[src/rtl/dac_pwr_pkg.sv]
package dac_pwr_pkg;

    // Power state of the converter core
    typedef enum logic {
        PS_AWAKE  = 1'b0,
        PS_ASLEEP = 1'b1
    } pwr_state_e;

    // Bit positions inside the synchronized pin bank
    localparam int PIN_PD   = 0;
    localparam int PIN_LOCK = 1;
    localparam int PIN_CLR  = 2;
    localparam int PIN_CNT  = 3;

    // Decoded pin events handed to the state machine
    typedef struct packed {
        logic pd_rise;
        logic lock_lvl;
        logic lock_fall;
        logic clr_hit;
    } pin_evt_t;

    function automatic int settle_len(input bit ext_ref, input int int_cyc, input int ext_cyc);
        return ext_ref ? ext_cyc : int_cyc;
    endfunction

endpackage

[src/rtl/dac_pin_sync.sv]
module dac_pin_sync #(
    parameter int N      = 3,
    parameter int STAGES = 2
) (
    input  logic         clk,
    input  logic         rst,
    input  logic [N-1:0] raw,
    output logic [N-1:0] lvl,
    output logic [N-1:0] prev
);
    for (genvar i = 0; i < N; i++) begin : g_bit
        logic [STAGES-1:0] chain;
        logic              last;

        always_ff @(posedge clk) begin
            if (rst) begin
                chain <= '0;
                last  <= 1'b0;
            end else begin
                chain <= {chain[STAGES-2:0], raw[i]};
                last  <= chain[STAGES-1];
            end
        end

        assign lvl[i]  = chain[STAGES-1];
        assign prev[i] = last;
    end
endmodule

[src/rtl/dac_pwr_fsm.sv]
module dac_pwr_fsm
    import dac_pwr_pkg::*;
(
    input  logic     clk,
    input  logic     rst,
    input  pin_evt_t evt,
    input  logic     cmd_shdn,
    input  logic     cmd_wake,
    output logic     asleep,
    output logic     wake_go,
    output logic     sleep_go
);
    pwr_state_e state_q, state_d;
    logic       wake_req, enter_req;

    assign wake_req  = evt.lock_fall | evt.clr_hit | cmd_wake;
    assign enter_req = evt.lock_lvl & (evt.pd_rise | cmd_shdn);

    always_comb begin
        state_d  = state_q;
        wake_go  = 1'b0;
        sleep_go = 1'b0;
        case (state_q)
            PS_AWAKE: begin
                if (enter_req && !wake_req) begin
                    state_d  = PS_ASLEEP;
                    sleep_go = 1'b1;
                end
            end
            PS_ASLEEP: begin
                if (wake_req) begin
                    state_d = PS_AWAKE;
                    wake_go = 1'b1;
                end
            end
            default: state_d = PS_AWAKE;
        endcase
    end

    always_ff @(posedge clk) begin
        if (rst) state_q <= PS_AWAKE;
        else     state_q <= state_d;
    end

    assign asleep = (state_q == PS_ASLEEP);
endmodule

[src/rtl/dac_settle_timer.sv]
module dac_settle_timer #(
    parameter int CYCLES = 200000
) (
    input  logic clk,
    input  logic rst,
    input  logic start,
    input  logic abort,
    output logic busy
);
    localparam int CW = $clog2(CYCLES + 1);

    logic [CW-1:0] cnt;

    always_ff @(posedge clk) begin
        if (rst) begin
            cnt  <= CW'(CYCLES);
            busy <= 1'b1;
        end else if (abort) begin
            cnt  <= '0;
            busy <= 1'b0;
        end else if (start) begin
            cnt  <= CW'(CYCLES);
            busy <= 1'b1;
        end else if (busy) begin
            if (cnt == CW'(1)) begin
                cnt  <= '0;
                busy <= 1'b0;
            end else begin
                cnt <= cnt - CW'(1);
            end
        end
    end
endmodule

[src/rtl/dac_pwr_ctrl.sv]
module dac_pwr_ctrl
    import dac_pwr_pkg::*;
#(
    parameter int DATA_W         = 12,
    parameter int SYNC_STAGES    = 2,
    parameter int INT_SETTLE_CYC = 200000,
    parameter int EXT_SETTLE_CYC = 2000,
    parameter bit USE_EXT_REF    = 1'b0
) (
    input  logic              clk,
    input  logic              rst,
    input  logic              pd_pin,
    input  logic              pdl_pin,
    input  logic              clr_n_pin,
    input  logic              rstval_pin,
    input  logic              cmd_shdn,
    input  logic              cmd_wake,
    output logic              shdn,
    output logic              out_hiz,
    output logic              rv_load,
    output logic [DATA_W-1:0] rv_code,
    output logic              upo_rst,
    output logic              settle_busy,
    output logic              ref_ready
);
    localparam int SETTLE = settle_len(USE_EXT_REF, INT_SETTLE_CYC, EXT_SETTLE_CYC);
    localparam logic [DATA_W-1:0] MID_CODE = DATA_W'(1) << (DATA_W - 1);

    logic [PIN_CNT-1:0] raw_pins, pin_lvl, pin_prev;
    pin_evt_t           evt;
    logic               wake_go, sleep_go;
    logic               init_pend, rv_load_q, upo_q;
    logic               lock_lvl_s, lock_fall_s, clr_hit_s;

    always_comb begin
        raw_pins           = '0;
        raw_pins[PIN_PD]   = pd_pin;
        raw_pins[PIN_LOCK] = pdl_pin;
        raw_pins[PIN_CLR]  = ~clr_n_pin;
    end

    dac_pin_sync #(.N(PIN_CNT), .STAGES(SYNC_STAGES)) u_sync (
        .clk  (clk),
        .rst  (rst),
        .raw  (raw_pins),
        .lvl  (pin_lvl),
        .prev (pin_prev)
    );

    always_comb begin
        evt.pd_rise   = pin_lvl[PIN_PD]   & ~pin_prev[PIN_PD];
        evt.lock_lvl  = pin_lvl[PIN_LOCK];
        evt.lock_fall = ~pin_lvl[PIN_LOCK] & pin_prev[PIN_LOCK];
        evt.clr_hit   = pin_lvl[PIN_CLR]  & ~pin_prev[PIN_CLR];
    end

    assign lock_lvl_s  = evt.lock_lvl;
    assign lock_fall_s = evt.lock_fall;
    assign clr_hit_s   = evt.clr_hit;

    dac_pwr_fsm u_fsm (
        .clk      (clk),
        .rst      (rst),
        .evt      (evt),
        .cmd_shdn (cmd_shdn),
        .cmd_wake (cmd_wake),
        .asleep   (shdn),
        .wake_go  (wake_go),
        .sleep_go (sleep_go)
    );

    dac_settle_timer #(.CYCLES(SETTLE)) u_settle (
        .clk   (clk),
        .rst   (rst),
        .start (wake_go),
        .abort (sleep_go),
        .busy  (settle_busy)
    );

    always_ff @(posedge clk) begin
        if (rst) begin
            init_pend <= 1'b1;
            rv_load_q <= 1'b0;
            upo_q     <= 1'b0;
        end else begin
            init_pend <= 1'b0;
            rv_load_q <= init_pend | evt.clr_hit;
            upo_q     <= evt.clr_hit;
        end
    end

    assign rv_load   = rv_load_q;
    assign upo_rst   = upo_q;
    assign rv_code   = rstval_pin ? MID_CODE : '0;
    assign out_hiz   = shdn;
    assign ref_ready = ~shdn & ~settle_busy;
endmodule

[config.mk]
export PLATFORM = sky130hd
export DESIGN_NAME = dac_pwr_ctrl
export DESIGN_NICKNAME = d
export VERILOG_FILES = /design/src/rtl/dac_pwr_pkg.sv /design/src/rtl/dac_pin_sync.sv /design/src/rtl/dac_pwr_fsm.sv /design/src/rtl/dac_settle_timer.sv /design/src/rtl/dac_pwr_ctrl.sv
export SDC_FILE = /design/constraint.sdc
export NUM_CORES = 1
export LEC_CHECK = 0
export ABC_AREA = 1
export CAP_MARGIN = 20
export CORE_MARGIN = 2
export CORE_UTILIZATION = 58
export CTS_CLUSTER_DIAMETER = 60
export DETAILED_ROUTE_END_ITERATION = 16
export PLACE_DENSITY = 0.82
export SLEW_MARGIN = 0
export SYNTH_ARGS = -nofsm -noshare
export SYNTH_HDL_FRONTEND = slang
export SYNTH_SLANG_ARGS = --single-unit
[constraint.sdc]
create_clock -name clk -period 4.5 [get_ports clk]
set_clock_uncertainty 0.2 [all_clocks]
set_input_delay 0.45 -clock clk [delete_from_list [all_inputs] [get_ports clk]]
set_output_delay 0.45 -clock clk [all_outputs]
set_load 0.01 [all_outputs]
==> metrics.md, run 1 <==
| Metric | Value |
|---|---|
| Crit Path Max Fanout | 13 |
| Clk slew on worst S/H paths | around 100 ps |
| Setup tns final | 0 ps |
| Tmin final | between 2000 and 2500 ps |
| FF/Latch Area | 641 µm² |
| Status | finished, final reports clean |
| Nets | 260 |
| Final Slew Violations | 0 |
| Setup crit end kind | output pin |
| Yosys warnings | 0 |
| Internal power of the cells | 0.498 mW |
| Net Sw Power | 0.249 mW |
| Die area | 3560 µm² |
| # setup viols final | 0 |
| Power share of the sequential group | a little under half |
| Layout Utilization | 64.7% |
| CP required | a little under 4000 ps |
| Port Buffer Count | 12 |
| Number of enable flip-flop cells after synthesis | 0 |
| Initial drt markers | 71 |
| Worst-Skew Late Latency | 340 ps |
| Worst vdd ir | roughly 0.29 mV |
| Overflow after GRT | 0 |
| Vias in the first global route | roughly 1300 |
| Synth area leader | dfxtp_1 |
| Hpwl dp | approximately 2300 µm |
| Post-CTS Repair Setup Buffers | 0 |
| Met1 wire length | 1350 µm |
| Slew of the pin with the lowest slew margin | 788 ps |
| Num CTS Buffers | 5 |
| Clock root buffer | clkbuf_4 |
| H-Tree Level Count | 2 |
| Detailed Route WL | 2990 µm |
| Layout cells sized above 1 | 17.9% |
| Period utilization | 50.8% |
| P&R area growth vs syn | 8.07% |
| Post-Syn Area | roughly 1800 µm² |
| Slew HR | between 40% and 50% |
| Max-capacitance violation count | 0 |
| Initial antenna violation count | 0 |
| Critical-path cell list | clkdlybuf4s50_1 |
| Flops & latches, synth | 32 |
| Top cells by area, synth | dfxtp_1 (36%), nand2_1 (11%), inv_1 (6.9%), buf_4 (5.4%), nor2_1 (5.4%) |
| Yosys top cell area share | 35.6% |
| Post-CTS sizing | 0 |
| Worst Path Buf+Inv | 1 |
| FMAX | between 0.4 and 0.5 GHz |
| TritonCTS clock tree | yes |
| Unrepaired setup endpoints after global routing | false |
| Sw Share | about a third |
| Hold Path Class | register to register |
| Largest delay contributor family on the critical path | flip-flops |
| Hold-fix buffers at CTS | 0 |
| Final Hold Fails | 0 |
| Top Ports | 26 |
| Chip width | 59.7 µm |
| Synth async-reset ratio | 0% |
| Mapped Cells | 239 |
| WS Path Type | register to output pin |
| CP Data Arrival Time | between 1500 and 2000 ps |
| Via count | 1393 |
| CTS Buffer Depth | 2 |
| DR top layer | met4 |
| Met2 WL | between 1000 and 1500 µm |
| Routability congestion estimate | 0.881 |
| Synth Flop Type | dfxtp_1 |
| DR WL/cell | 10.5 µm |
| Largest net degree at the start of global routing | 16 |
| Final ANT Viol Nets | 0 |
| DR WL met3 | 134 µm |
| Die Ht | 59.7 µm |
| Clock power frac | 29.0% |
| DRT Pass-1 Iters | 4 |
| Max incr delay on CP | 660 ps |
| Initial Utilization | approximately 60% |
| Synth top cells by count | nand2_1 (52), inv_1 (33), dfxtp_1 (32), nor2_1 (26), nor2_2 (15) |
| Sequential share of the synthesized area | 35.6% |
| GRT Util Overall | 20.4% |
| Slowest cell on the critical path | dfxtp_1 |
| CP Launch Type | register |
| Clock sink count | 32 |
| Synth Area per Inst | 7.52 µm² |
| Routed vias/inst | 4.90 |
| Num rows | 20 |
| Layout fillers | between 200 and 300 |
| Area of the multi-input gates | 926 µm² |
| Number of diodes | 0 |
| Combinational Power Share | 25.3% |
| CORE AREA | ~3000 µm² |
| First-pass GRT wire length | around 5400 µm |
| Power per cell area | 384 nW/µm² |
| Leak pwr | 0.968 nW |
| Synth cell types | 31 |
| Most frequent cell after synthesis | nand2_1 |
| # DRC | 0 |
==> power groups by stage <==
stage               Clock, mW  Combinational, mW  Sequential [mW]
global placement            0              0.187            0.346
CTS                     0.224              0.191            0.341
global route            0.241              0.213            0.346
floorplan                   0              0.166            0.341
finish                  0.217              0.189            0.341
detailed placement          0              0.189            0.347
==> worst min-delay path, cell delays in order (launching register included) <==
cell	delay, ps
dfxtp_1	310
inv_1	40
nor2_1	30
==> cell type report <==
type / instances / share of cell area [%]
clock buffer: 5 / 1.93
clock inverter: 3 / 2.19
inverter: 36 / 6.95
multi-input combinational: 163 / 47.6
sequential: 32 / 33.0
tap: 33 / 2.12
timing repair buffer: 12 / 6.18
==> final timing paths <==
| path | startpoint | endpoint | slack, ps | depth (start not counted) |
|---|---|---|---|---|
| min | u_sync.g_bit[2].chain[0]$_SDFF_PP0_ | u_sync.g_bit[2].chain[1]$_SDFF_PP0_ | 210 | 2 |
| min reg2reg | u_sync.g_bit[2].chain[0]$_SDFF_PP0_ | u_sync.g_bit[2].chain[1]$_SDFF_PP0_ | 210 | 2 |
| max reg2reg | u_settle.busy$_SDFF_PP1_ | u_settle.cnt[12]$_SDFFE_PP0P_ | 2260 | 3 |
| max | u_settle.busy$_SDFF_PP1_ | settle_busy | 2220 | 1 |
==> cell usage in the layout, fill, tap and decap left out <==
master / instances
inv_2: 2
o211ai_2: 1
a211oi_1: 1
inv_1: 33
o22ai_1: 1
clkinv_1: 1
ha_1: 2
nand3_2: 3
nand2_4: 1
xnor2_1: 3
clkinvlp_4: 1
xor2_1: 8
nand3_1: 8
o21bai_1: 1
nor2_2: 15
clkbuf_4: 5
clkdlybuf4s50_1: 12
nor2_1: 26
nand2_8: 1
bufinv_16: 1
or2_4: 1
a21oi_4: 2
nand2_1: 52
nand2_2: 4
nand3b_4: 1
o21ai_0: 5
nand4_1: 9
dfxtp_1: 32
clkinv_2: 1
nor4_1: 1
nor2_4: 6
conb_1: 11
==> state kept, by name (all words and copies together) (netlist names) <==
register            flops
u_settle.cnt           18
u_sync.g_bit.chain      6
u_sync.g_bit.last       3
init_pend               1
rv_load                 1
u_fsm.asleep            1
u_settle.busy           1
upo_rst                 1
==> routing by layer <==
metal	vias to the layer above	track usage, %
met3	6	6.49
met5	-	0
met4	0	7.62
met1	638	24.2
met2	26	34.3
li1	723	-
==> cells by family (layout without fill, tap and decap cells) <==
family	after synthesis	count (layout)	synth area share (%)
simple gates	128	128	37.4
fa+ha+maj	2	2	1.39
xor+xnor	11	11	5.36
other cells	1	11	0.209
buf+inv	54	56	15.0
compound gates	11	11	5.08
flops	32	32	35.6
==> stage by stage <==
step           power, mW  instance area [µm²]  instances  hold slack [ps]  setup WS [ps]
2_1_floorplan      0.507                 1840        249              188           3010
6_report           0.747                 1940        284              213           2220
4_1_cts            0.755                 1940        284              217           2190
5_1_grt            0.800                 1940        284              232           2060
3_5_place_dp       0.536                 1860        276              202           2230
3_3_place_gp       0.534                 1860        276              189           2270
Power figures use the tool's default switching activity.
==> run 2, diff against run 1 <==
Settings changed: CORE_UTILIZATION 58 to 54, PLACE_DENSITY 0.82 to 0.77.
Clock period 4.5 ns to 2.2 ns, I/O delays scaled along.
==> metrics.md, run 2 (synthesis gave the netlist of run 1 again) <==
| Metric | Value |
|---|---|
| DRT Pass-1 Iters | 4 |
| CP Data Arrival Time | 1660 ps |
| Initial drt markers | 69 |
| Die area | 3810 µm² |
| Top reg by flops | u_settle.cnt |
| Layout fillers | 296 |
| Period utilization | 94.4% |
| Number of diodes | 0 |
| Final ANT Viol Nets | 0 |
| H-Tree Level Count | 2 |
| Num rows | 20 |
| Post-Place Cells | 290 |
| Leading cell types in the layout, fill and taps excluded | nand2_1 (52), inv_1 (33), dfxtp_1 (32) |
| Worst-Skew Late Latency | 340 ps |
| Chip width | 61.7 µm |
| Setup tns final | 0 ps |
| Crit Path Max Fanout | 8 |
| Slew of the pin with the lowest slew margin | 774 ps |
| Port Buffer Count | 12 |
| Met2 track demand over resource | 29.0% |
| Layout Utilization | between 60% and 70% |
| Largest net degree at the start of global routing | 16 |
| Post-CTS sizing | 0 |
| Setup crit end kind | output pin |
| Layout cells sized above 1 | 18.5% |
| Area of the multi-input gates | 926 µm² |
| WS Path Type | register to output pin |
| Num CTS Buffers | 5 |
| PnR Total Power | 1.53 mW |
| First-pass GRT wire length | 5050 µm |
| Worst vdd ir | 0.429 mV |
| Overflow after GRT | 0 |
| GRT Util Overall | 18.7% |
| Via count | around 1400 |
| Detailed Route WL | between 3000 and 4000 µm |
| Routed vias/inst | 4.64 |
| DR WL/cell | 10.4 µm |
| Non-Filler Instances | 298 |
| Most common cell after layout, fill and taps aside | nand2_1 |
| TritonCTS clock tree | yes |
| CORE AREA | about 3100 µm² |
| Unrepaired setup endpoints after global routing | false |
| FF/Latch Area | approximately 640 µm² |
| # setup viols final | 0 |
| Routability congestion estimate | 0.812 |
| Final Slew Violations | 0 |
| Leak pwr | 0.984 nW |
| Hold-fix buffers at CTS | 0 |
| Hold Path Class | input port to register |
| Power per cell area | 776 nW/µm² |
| CP required | 1780 ps |
| # DRC | 0 |
| Max-capacitance violation count | 0 |
| Post-CTS Repair Setup Buffers | 0 |
| Clock sink count | 32 |
| Die Ht | 61.7 µm |
| Status | finished, final reports clean |
| Met3 GRT Util | 6.21% |
| Hpwl dp | 2330 µm |
| Initial antenna violation count | 0 |
| Tmin final | 2080 ps |
| Gr busiest metal | met2 |
| CTS Buffer Depth | 2 |
| Nets | approximately 260 |
| Max reg flops | 18 |
| Clock root buffer | clkbuf_4 |
| CP Launch Type | register |
| Met1 usage in global routing | 23.4% |
| Slew HR | just under 50% |
| Initial Utilization | 57.9% |
| Top Ports | 26 |
| Final Hold Fails | 0 |
| Clk slew on worst S/H paths | 100 ps |
| Vias in the first global route | 1146 |
| P&R area growth vs syn | 9.88% |
| Regs by FF count | u_settle.cnt x18, u_sync.g_bit.chain x6, u_sync.g_bit.last x3 |
| FMAX | 0.482 GHz |
[run 2: report_power, final]
group	internal, mW	total, mW	switching [mW]
Clock	0.238	0.443	0.205
Sequential	0.637	0.695	0.0589
Combinational	0.148	0.394	0.247
[run 2: final timing paths]
| kind | from | end | slack [ps] | cells past startpoint |
|---|---|---|---|---|
| setup reg to reg | u_settle.cnt[1]$_SDFFE_PP0P_ | u_settle.cnt[12]$_SDFFE_PP0P_ | 280 | 7 |
| hold reg to reg | u_sync.g_bit[0].chain[0]$_SDFF_PP0_ | u_sync.g_bit[0].chain[1]$_SDFF_PP0_ | 210 | 2 |
| hold / removal | clr_n_pin | u_sync.g_bit[2].chain[0]$_SDFF_PP0_ | 180 | 2 |
| setup / recovery | u_settle.busy$_SDFF_PP1_ | settle_busy | 120 | 2 |
[run 2: area by class of cell]
cell class | instances | area share [%]
multi-input combinational | 163 | 46.9
sequential | 32 | 32.4
timing repair buffer | 15 | 7.22
inverter | 36 | 6.84
tap | 44 | 2.79
clock buffer | 6 | 2.09
clock inverter | 2 | 1.77
[run 2: stage by stage]
stage / setup WS, ps / area (µm²) / hold slack (ps)
after floorplan: 738 / 1840 / 47.7
after global placement: 278 / 1900 / 189
after detailed placement: 236 / 1900 / 197
after CTS: 122 / 1980 / 167
after global routing: 102 / 1980 / 170
final: 124 / 1980 / 182
[run 2: metal layers]
layer,routed length [µm],vias to the layer above
li1,-,732
met1,1440,624
met2,1480,23
met3,113,5
met4,59,0
met5,0,-
[run 2: worst max-delay path, cell delays in order, from the launching register on]
cell,delay [ps]
dfxtp_1,540
buf_4,230
clkdlybuf4s50_1,540
==> run 3, diff against run 2 <==
Settings changed: SLEW_MARGIN 0 to not set.
==> results of run 3 <==
Final layout, timing and power as in run 2 (identical DEF).
